--- src/rtl/rcause_pkg.sv ---
package rcause_pkg;
  localparam int FLAG_W = 16;

  localparam int B_TRAP  = 15;
  localparam int B_BADOP = 14;
  localparam int B_CFG   = 9;
  localparam int B_PIN   = 7;
  localparam int B_SWRST = 6;
  localparam int B_WDOG  = 4;
  localparam int B_SLEEP = 3;
  localparam int B_IDLE  = 2;
  localparam int B_BROWN = 1;
  localparam int B_POWER = 0;

  localparam logic [FLAG_W-1:0] SUPPLY_MASK =
    (FLAG_W'(1) << B_BROWN) | (FLAG_W'(1) << B_POWER);

  localparam logic [FLAG_W-1:0] HIST_MASK =
    (FLAG_W'(1) << B_TRAP) | (FLAG_W'(1) << B_BADOP) | (FLAG_W'(1) << B_CFG) |
    (FLAG_W'(1) << B_PIN)  | (FLAG_W'(1) << B_SWRST) | (FLAG_W'(1) << B_WDOG) |
    (FLAG_W'(1) << B_SLEEP) | (FLAG_W'(1) << B_IDLE);

  localparam logic [FLAG_W-1:0] IMPL_MASK = HIST_MASK | SUPPLY_MASK;
  localparam logic [FLAG_W-1:0] RESET_VAL = SUPPLY_MASK;

  typedef struct packed {
    logic power_on;
    logic brown_out;
    logic pin_rst;
    logic sw_rst;
    logic wdog_to;
    logic trap_clash;
    logic bad_op;
    logic cfg_bad;
    logic sleep_go;
    logic idle_go;
    logic wdog_kick;
    logic psave;
  } evt_t;
endpackage

--- src/rtl/rcause_event_map.sv ---
module rcause_event_map
  import rcause_pkg::*;
(
  input  evt_t              ev,
  output logic [FLAG_W-1:0] set_v,
  output logic [FLAG_W-1:0] clr_v
);
  logic supply_evt;
  assign supply_evt = ev.power_on | ev.brown_out;

  always_comb begin
    set_v          = '0;
    set_v[B_TRAP]  = ev.trap_clash;
    set_v[B_BADOP] = ev.bad_op;
    set_v[B_CFG]   = ev.cfg_bad;
    set_v[B_PIN]   = ev.pin_rst;
    set_v[B_SWRST] = ev.sw_rst;
    set_v[B_WDOG]  = ev.wdog_to;
    set_v[B_SLEEP] = ev.sleep_go;
    set_v[B_IDLE]  = ev.idle_go;
    set_v[B_BROWN] = supply_evt;
    set_v[B_POWER] = ev.power_on;
  end

  always_comb begin
    clr_v = '0;
    for (int i = 0; i < FLAG_W; i++) begin
      if (HIST_MASK[i]) clr_v[i] = supply_evt;
    end
    clr_v[B_WDOG] = supply_evt | ev.wdog_kick | ev.psave;
  end
endmodule

--- src/rtl/rcause_flag_cell.sv ---
module rcause_flag_cell #(
  parameter logic RST_VAL = 1'b0
) (
  input  logic clk,
  input  logic rst_n,
  input  logic set_i,
  input  logic clr_i,
  input  logic wr_i,
  input  logic wd_i,
  output logic q
);
  always_ff @(posedge clk or negedge rst_n) begin
    if (!rst_n)     q <= RST_VAL;
    else if (set_i) q <= 1'b1;
    else if (wr_i)  q <= wd_i;
    else if (clr_i) q <= 1'b0;
  end

  // a set strobe wins over both clear and write
  a_r8_set_wins: assert property (@(posedge clk) disable iff (!rst_n)
    set_i |=> q);
  // a write wins over a hardware clear
  a_r9_write_over_clear: assert property (@(posedge clk) disable iff (!rst_n)
    (wr_i && !set_i) |=> (q == $past(wd_i)));
  // a lone clear strobe empties the flag
  a_r3_clear_alone: assert property (@(posedge clk) disable iff (!rst_n)
    (clr_i && !set_i && !wr_i) |=> !q);
  // the flag holds when nothing touches it
  a_r11_hold: assert property (@(posedge clk) disable iff (!rst_n)
    (!set_i && !clr_i && !wr_i) |=> (q == $past(q)));
endmodule

--- src/rtl/reset_cause_reg.sv ---
module reset_cause_reg
  import rcause_pkg::*;
(
  input  logic              clk,
  input  logic              rst_n,
  input  logic              ev_por,
  input  logic              ev_bor,
  input  logic              ev_extpin,
  input  logic              ev_swrst,
  input  logic              ev_wdt_to,
  input  logic              ev_trap,
  input  logic              ev_illegal,
  input  logic              ev_cfg,
  input  logic              ev_sleep,
  input  logic              ev_idle,
  input  logic              ev_wdt_clr,
  input  logic              ev_pwrsav,
  input  logic              wr_en,
  input  logic [FLAG_W-1:0] wr_data,
  output logic [FLAG_W-1:0] flags_q
);
  evt_t              ev;
  logic [FLAG_W-1:0] set_v;
  logic [FLAG_W-1:0] clr_v;
  logic              unused_bits;

  always_comb begin
    ev.power_on   = ev_por;
    ev.brown_out  = ev_bor;
    ev.pin_rst    = ev_extpin;
    ev.sw_rst     = ev_swrst;
    ev.wdog_to    = ev_wdt_to;
    ev.trap_clash = ev_trap;
    ev.bad_op     = ev_illegal;
    ev.cfg_bad    = ev_cfg;
    ev.sleep_go   = ev_sleep;
    ev.idle_go    = ev_idle;
    ev.wdog_kick  = ev_wdt_clr;
    ev.psave      = ev_pwrsav;
  end

  rcause_event_map u_map (
    .ev    (ev),
    .set_v (set_v),
    .clr_v (clr_v)
  );

  for (genvar g = 0; g < FLAG_W; g++) begin : g_bit
    if (IMPL_MASK[g]) begin : g_flag
      rcause_flag_cell #(.RST_VAL(RESET_VAL[g])) u_cell (
        .clk   (clk),
        .rst_n (rst_n),
        .set_i (set_v[g]),
        .clr_i (clr_v[g]),
        .wr_i  (wr_en),
        .wd_i  (wr_data[g]),
        .q     (flags_q[g])
      );
    end else begin : g_tie
      assign flags_q[g] = 1'b0;
    end
  end

  assign unused_bits = ^{set_v & ~IMPL_MASK, clr_v & ~IMPL_MASK, wr_data & ~IMPL_MASK};

  // unassigned positions stay zero
  a_r10_unassigned_zero: assert property (@(posedge clk) disable iff (!rst_n)
    (flags_q & ~IMPL_MASK) == '0);
  // a watchdog clear or power-save strobe clears the watchdog flag
  a_r6_wdog_cleared: assert property (@(posedge clk) disable iff (!rst_n)
    ((ev_wdt_clr || ev_pwrsav) && !ev_wdt_to && !wr_en) |=> !flags_q[B_WDOG]);
  // brown-out alone sets bit 1 and leaves bit 0
  a_r4_brownout_keeps_power: assert property (@(posedge clk) disable iff (!rst_n)
    (ev_bor && !ev_por && !wr_en) |=> (flags_q[B_BROWN] && flags_q[B_POWER] == $past(flags_q[B_POWER])));
  // without a write, the supply flags never drop
  a_r5_supply_sticky: assert property (@(posedge clk) disable iff (!rst_n)
    !wr_en |=> ((flags_q & SUPPLY_MASK) & $past(flags_q & SUPPLY_MASK)) == $past(flags_q & SUPPLY_MASK));
  // power-on or brown-out with no write and no set leaves no history flag
  a_r3_supply_wipe: assert property (@(posedge clk) disable iff (!rst_n)
    ((ev_por || ev_bor) && !wr_en && !ev_trap && !ev_illegal && !ev_cfg && !ev_extpin
      && !ev_swrst && !ev_wdt_to && !ev_sleep && !ev_idle) |=> ((flags_q & HIST_MASK) == '0));
endmodule

--- config.mk ---
export PLATFORM = sky130hd
export DESIGN_NAME = reset_cause_reg
export DESIGN_NICKNAME = d
export VERILOG_FILES = /design/src/rtl/rcause_pkg.sv /design/src/rtl/rcause_event_map.sv /design/src/rtl/rcause_flag_cell.sv /design/src/rtl/reset_cause_reg.sv
export SDC_FILE = /design/constraint.sdc
export NUM_CORES = 1
export LEC_CHECK = 0
export CORE_AREA = 2 2 39 41
export CTS_BUF_LIST = sky130_fd_sc_hd__clkbuf_8 sky130_fd_sc_hd__clkbuf_16
export CTS_CLUSTER_DIAMETER = 120
export CTS_CLUSTER_SIZE = 30
export DETAILED_ROUTE_END_ITERATION = 7
export DIE_AREA = 0 0 41 43
export DONT_BUFFER_PORTS = 1
export GPL_TIMING_DRIVEN = 0
export PLACE_DENSITY = 0.61
export SETUP_SLACK_MARGIN = 0.15
export SLEW_MARGIN = 20
export SYNTH_ARGS = -nofsm -noshare
export SYNTH_HDL_FRONTEND = slang
export SYNTH_SLANG_ARGS = --single-unit
--- constraint.sdc ---
create_clock -name clk -period 1.3 [get_ports clk]
set_clock_uncertainty 0.15 [all_clocks]
set_input_delay 0.065 -clock clk [delete_from_list [all_inputs] [get_ports clk]]
set_output_delay 0.065 -clock clk [all_outputs]
set_load 0.1 [all_outputs]
* Word-level counts from Yosys, hierarchy flattened
Index checks and enable logic that the tools add are counted.
Storage, ports and cells: flip-flop bits (word level) 10, input bits 31, output and inout port bits 16, logic and storage cells 45
Cells by class: mux-type cells 22, bitwise logic cells 3, reduce and logical (&&, ||, !) cells 10
Operators with widths (number):
- $reduce_bool A3 Y1 | 8
- $mux W1 | 22
- $reduce_bool A2 Y1 | 2
- $or A1 B1 Y1 | 3

* Longest topological paths before layout
Gate-level depths: netlist of the first run.
depth in word-level cells 6, depth in mapped cells 3, mapped depth without buffers 2

* By module
Synthesis of the first run repeated with hierarchy kept, for this count alone.
Unflattened totals: cells, all modules 71, area, all modules 689.4 µm²
By module, submodules not included:
- rcause_flag_cell (g_bit[14].g_flag.u_cell ...) | instances 8, cells an instance 3, area each 38.8 µm², seq. area each 25.0 µm²
- rcause_event_map | instances 1, cells an instance 34, area each 250.2 µm², seq. area each 0.0 µm²
- rcause_flag_cell (g_bit[0].g_flag.u_cell ...) | instances 2, cells an instance 3, area each 40.0 µm², seq. area each 26.3 µm²
- reset_cause_reg | instances 1, cells an instance 7, area each 48.8 µm², seq. area each 0.0 µm²

* Worst setup path after synthesis of the first run
OpenSTA, ideal clock, no wires.
path type register -> register, from register, netlist name g_bit[4].g_flag.u_cell.q, to register g_bit[4].g_flag.u_cell.q, setup time 0.126 ns, arrival 0.771 ns, data required time 1.024 ns, slack 0.253 ns, cell stages (with the launch flop) 3, cells stage by stage dfrtp_1 nor3b_1 a221o_1
RTL lines:
- end signal: assignment | line rcause_flag_cell.sv:15 | else if (wr_i) q <= wd_i;
- end: declaration | line rcause_flag_cell.sv:10 | output logic q

* Worst setup path in the final report of the first run
from register g_bit[1].g_flag.u_cell.q, to output flags_q[1]
RTL lines:
- start: declaration | line rcause_flag_cell.sv:10
- start signal: assignment | line rcause_flag_cell.sv:15
- end: declaration | line reset_cause_reg.sv:20 | output logic [FLAG_W-1:0] flags_q
No word-level cell between the ends.

==> results_dict.tcl, run 1 <==
set metrics [dict create \
    outcome "finished, final reports clean" \
    layout_commonest_cell "dlygate4sd3_1" \
    cts_buffers 3 \
    fin_util 0.614 \
    clk_latency_ns 0.22 \
    ys_ff_latch 10 \
    rows 14 \
    cp.buffers_inverters 1 \
    grt_pass1_wl_um 1790 \
    syn2layout_area_growth_pct 63.2 \
    drt_first_pass_iters 4 \
    grt_max_degree 11 \
    drv_cap 0 \
    coreArea_mm2 0.00138 \
    antenna_found_initial 0 \
    yosys_warnings 0 \
    wire_per_inst_um 12.8 \
    power.total_mw 1.04 \
    whs_ns 0.00619 \
    grt_pass1_vias 431 \
    crit_type "flip-flop to output pin" \
    synthDistinctLibCells 12 \
    syn_area_um2 520 \
    htree_levels 1 \
    yosysSeqAreaShare 0.486 \
    n_antenna_cell 0 \
    nets 106 \
    drc 0 \
    arrival_ns 0.95 \
    hp-class "input port to flip-flop" \
    clockBufferDepth 2 \
    mostFrequentLayoutCells "dlygate4sd3_1, buf_4, a221o_1, dfrtp_1, conb_1" \
    wl_um 1150 \
    critPathTopFamily "flip-flops" \
    start_util 0.376 \
    fmax_mhz 859 \
    cp-end-kind "output pin" \
    viasPerCell 4.64 \
    post-cts-setup-buffer-count 0 \
    finalSetupViolations 0 \
    instances_no_fill 90 \
    power-per-cell-area_mw_per_mm2 1230 \
    rsz0062_at_grt "yes" \
    ir_drop_v 0.000691 \
    start_kind "flip-flop" \
    top_regs "g_bit.g_flag.u_cell.q (10)" \
    die-area_mm2 0.00176 \
    slew_viol_final 0 \
    dr_total_vias 418 \
    clock-root-buffer "clkbuf_8" \
    ant_nets 0 \
    crit_fanout 2 \
    largest_register_ffs 10 \
    clk_pin_slew_ns 0.04 \
    clock_sinks 10 \
    grt.total_usage 0.158 \
    io_buffer_count 0 \
    io_pins 47 \
    cpMaxStageDelayCell "dfstp_2" \
    die_x_um 41 \
    regMostFlops "g_bit.g_flag.u_cell.q" \
    cp.required_ns 1.09 \
    hold_viol_final 0 \
    post-dp-hpwl_um 704 \
    drtIter0Drc 5 \
    min_period_ns 1.16 \
    crit_chain "buf_12" \
    fin_setup_tns_ns 0 \
    avgSynthCellArea_um2 12.1 \
    syn-instance-count 43 \
    grt-ovfl-total 0 \
    cellLeakagePower_nw 0.384 \
    dpl.cell_count 64 \
    fp.dieH_um 43 \
    cts_tree "yes" \
    drive_gt1_frac 0.311 \
    period_share 0.896 \
    critical-path-max-stage-delay_ns 0.55 \
    routabilityCongestion 0.574 \
]
-- metrics by stage --
step	cell area (µm²)	worst slack [ns]
6_report	850	0.136
5_1_grt	850	0.104
4_1_cts	850	0.127
3_5_place_dp	559	0.234
3_3_place_gp	559	0.233
2_1_floorplan	539	0.253
-- synth_stat cells --
master / count / area share
nor2b_1: 1 / 0.012
buf_4: 17 / 0.25
a221o_1: 8 / 0.15
nand2_1: 1 / 0.0072
dfrtp_1: 8 / 0.38
nor3_4: 1 / 0.031
nor2_1: 1 / 0.0072
a211o_1: 1 / 0.017
nor3b_1: 1 / 0.014
dfstp_2: 2 / 0.10
mux2i_1: 1 / 0.019
conb_1: 1 / 0.0072
-- cell type report --
cell class | count | area (µm²)
Fill cell | 114 | 534
Sequential cell | 10 | 253
Timing Repair Buffer | 22 | 220
Multi-Input combinational cell | 21 | 159
Buffer | 17 | 153
Clock buffer | 3 | 41.3
Tap cell | 16 | 20.0
Clock inverter | 1 | 3.75
-- report_power, final --
part           switching, mW  internal, mW  total (mW)
Combinational          0.272         0.113       0.385
Clock                  0.105         0.205       0.310
Sequential            0.0124         0.336       0.348
-- what timing repair did --
action	4_1_cts	5_1_grt
hold endpoints to repair	20	0
setup endpoints to repair	2	2
pin swaps	0	0
resized for setup	6	0
hold buffers	22	0
-- cells by family after synthesis --
group / share of synthesized area
buffers and inverters: 0.245
flip-flops: 0.486
AO/OA/AOI/OAI: 0.171
AND/OR/NAND/NOR: 0.0721
multiplexers: 0.0192
other: 0.00720
-- metal layers --
layer	global-route usage	wire [µm]
met1	0.162	437
met2	0.269	603
met3	0.0471	102
met4	0.0800	5
met5	0	0
-- path summary, 6_finish.rpt --
check,startpoint,end,slack [ns],depth (start not counted)
setup / recovery,g_bit[1].g_flag.u_cell.q,flags_q[1],0.14,1
hold / removal,wr_en,g_bit[0].g_flag.u_cell.q,0.006,2
setup reg to reg,g_bit[4].g_flag.u_cell.q,g_bit[4].g_flag.u_cell.q,0.21,2
hold reg to reg,g_bit[9].g_flag.u_cell.q,g_bit[9].g_flag.u_cell.q,0.36,1
max in group asynchronous,rst_n,g_bit[1].g_flag.u_cell.q,0.58,1
min in group asynchronous,rst_n,g_bit[2].g_flag.u_cell.q,0.08,1
Power figures use the tool's default switching activity.
==> run 2, diff against run 1 <==
- CTS_BUF_LIST: sky130_fd_sc_hd__clkbuf_8 sky130_fd_sc_hd__clkbuf_16 -> unset
==> results_dict.tcl, run 2 (synthesis gave the netlist of run 1 again) <==
set metrics [dict create \
    outcome "finished, final reports clean" \
    whs_ns 0.0348 \
    wl_met1_um 442 \
    placed_cell_area_um2 559 \
    top_regs "g_bit.g_flag.u_cell.q (10)" \
    post-cts-setup-buffer-count 0 \
    coreArea_mm2 0.00138 \
    crit_fanout 2 \
    finalSetupViolations 0 \
    clock_sinks 10 \
    regMostFlops "g_bit.g_flag.u_cell.q" \
    n_antenna_cell 0 \
    p_seq_frac 0.364 \
    critPathTopFamily "flip-flops" \
    cts_buffers 3 \
    ant_nets 0 \
    layout_commonest_cell "dlygate4sd3_1" \
    io_pins 47 \
    grt_pass1_vias 438 \
    wire_per_inst_um 13.1 \
    syn2layout_area_growth_pct 64.7 \
    period_share 0.922 \
    min_period_ns 1.20 \
    cp-end-kind "output pin" \
    drtIter0Drc 3 \
    design_area_um2 857 \
    rsz0062_at_grt "yes" \
    clkPwrFrac 0.223 \
    htree_levels 1 \
    clk_pin_slew_ns 0.06 \
    drt_first_pass_iters 2 \
    dr_total_vias 415 \
    top_layer_used "met4" \
    fin_setup_tns_ns 0 \
    nets 106 \
    start_kind "flip-flop" \
    grt-ovfl-total 0 \
    cp.depth 1 \
    die_x_um 41 \
    routabilityCongestion 0.574 \
    cpMaxStageDelayCell "dfstp_2" \
    slew_viol_final 0 \
    rows 14 \
    wl_met2_um 627 \
    cp.required_ns 1.09 \
    wl_um 1180 \
    ir_drop_v 0.000583 \
    io_buffer_count 0 \
    cp.buffers_inverters 1 \
    clock-root-buffer "clkbuf_4" \
    intPower_mw 0.575 \
    critical-path-max-stage-delay_ns 0.55 \
    drv_cap 0 \
    hp-class "input port to flip-flop" \
    clk_latency_ns 0.26 \
    post-dp-hpwl_um 704 \
    cellLeakagePower_nw 0.382 \
    arrival_ns 0.98 \
    netSwitchingPower_mw 0.384 \
    whs_path_depth 2 \
    fmax_mhz 835 \
    r2r.worst_path.cells 2 \
    largest_register_ffs 10 \
    mostFrequentLayoutCells "dlygate4sd3_1, buf_4, a221o_1, dfrtp_1, buf_6" \
    grt_pass1_wl_um 1820 \
    viasPerCell 4.61 \
    hold_viol_final 0 \
    crit_chain "buf_12" \
    die-area_mm2 0.00176 \
    clockBufferDepth 2 \
    power-per-cell-area_mw_per_mm2 1120 \
    drive_gt1_frac 0.311 \
    pwr-share-comb 0.412 \
    switching_share 0.400 \
    fp.dieH_um 43 \
    wl_met3_um 101 \
    antenna_found_initial 0 \
    grt.total_usage 0.161 \
    grt_max_degree 11 \
    fin_util 0.619 \
    cts_tree "yes" \
    drc 0 \
    crit_type "flip-flop to output pin" \
    start_util 0.376 \
]
run 2: changes by cell type in the layout (fill, tap and decap cells not counted):
cell,change
buf_4,-7
buf_6,+7
clkbuf_1,+1
clkbuf_4,+3
clkbuf_8,-3
inv_1,-1
run 2: per-layer routing:
layer | GRT usage | vias up
met4 | 0.100 | 0
met3 | 0.0314 | 2
met1 | 0.172 | 194
met2 | 0.269 | 23
met5 | 0 | -
li1 | - | 196
run 2: path summary, 6_finish.rpt:
| path | from | to | slack (ns) |
|---|---|---|---|
| hold / removal | ev_bor | g_bit[4].g_flag.u_cell.q | 0.03 |
| setup / recovery | g_bit[1].g_flag.u_cell.q | flags_q[1] | 0.10 |
| setup reg to reg | g_bit[4].g_flag.u_cell.q | g_bit[4].g_flag.u_cell.q | 0.18 |
| min in group asynchronous | rst_n | g_bit[3].g_flag.u_cell.q | 0.05 |
| hold reg to reg | g_bit[14].g_flag.u_cell.q | g_bit[14].g_flag.u_cell.q | 0.37 |
| max in group asynchronous | rst_n | g_bit[1].g_flag.u_cell.q | 0.61 |
run 2: power groups by stage:
stage / sequential, mW / combinational (mW) / clock (mW)
after global routing: 0.352 / 0.411 / 0.256
final: 0.350 / 0.396 / 0.214
after global placement: 0.349 / 0.317 / 0
after CTS: 0.346 / 0.386 / 0.235
after floorplan: 0.348 / 0.309 / 0
after detailed placement: 0.350 / 0.317 / 0
run 2: repair_timing:
action,4_1_cts,5_1_grt
pin swaps,0,0
resized for setup,6,7
setup endpoints to repair,2,9
hold buffers,22,0
hold endpoints to repair,20,0
run 2: area by class of cell:
class / count / area, µm²
well taps: 16 / 20.0
multi-input cells: 21 / 159
plain buffers: 17 / 179
fillers: 112 / 527
flip-flops and latches: 10 / 253
clock buffers: 4 / 26.3
repair buffers: 22 / 220
run 2: metrics by stage:
| step | setup slack (ns) | instances | power, mW |
|---|---|---|---|
| 5_1_grt | 0.0612 | 90 | 1.02 |
| 4_1_cts | 0.0852 | 90 | 0.967 |
| 2_1_floorplan | 0.253 | 48 | 0.657 |
| 6_report | 0.102 | 90 | 0.960 |
| 3_3_place_gp | 0.233 | 64 | 0.666 |
| 3_5_place_dp | 0.234 | 64 | 0.667 |
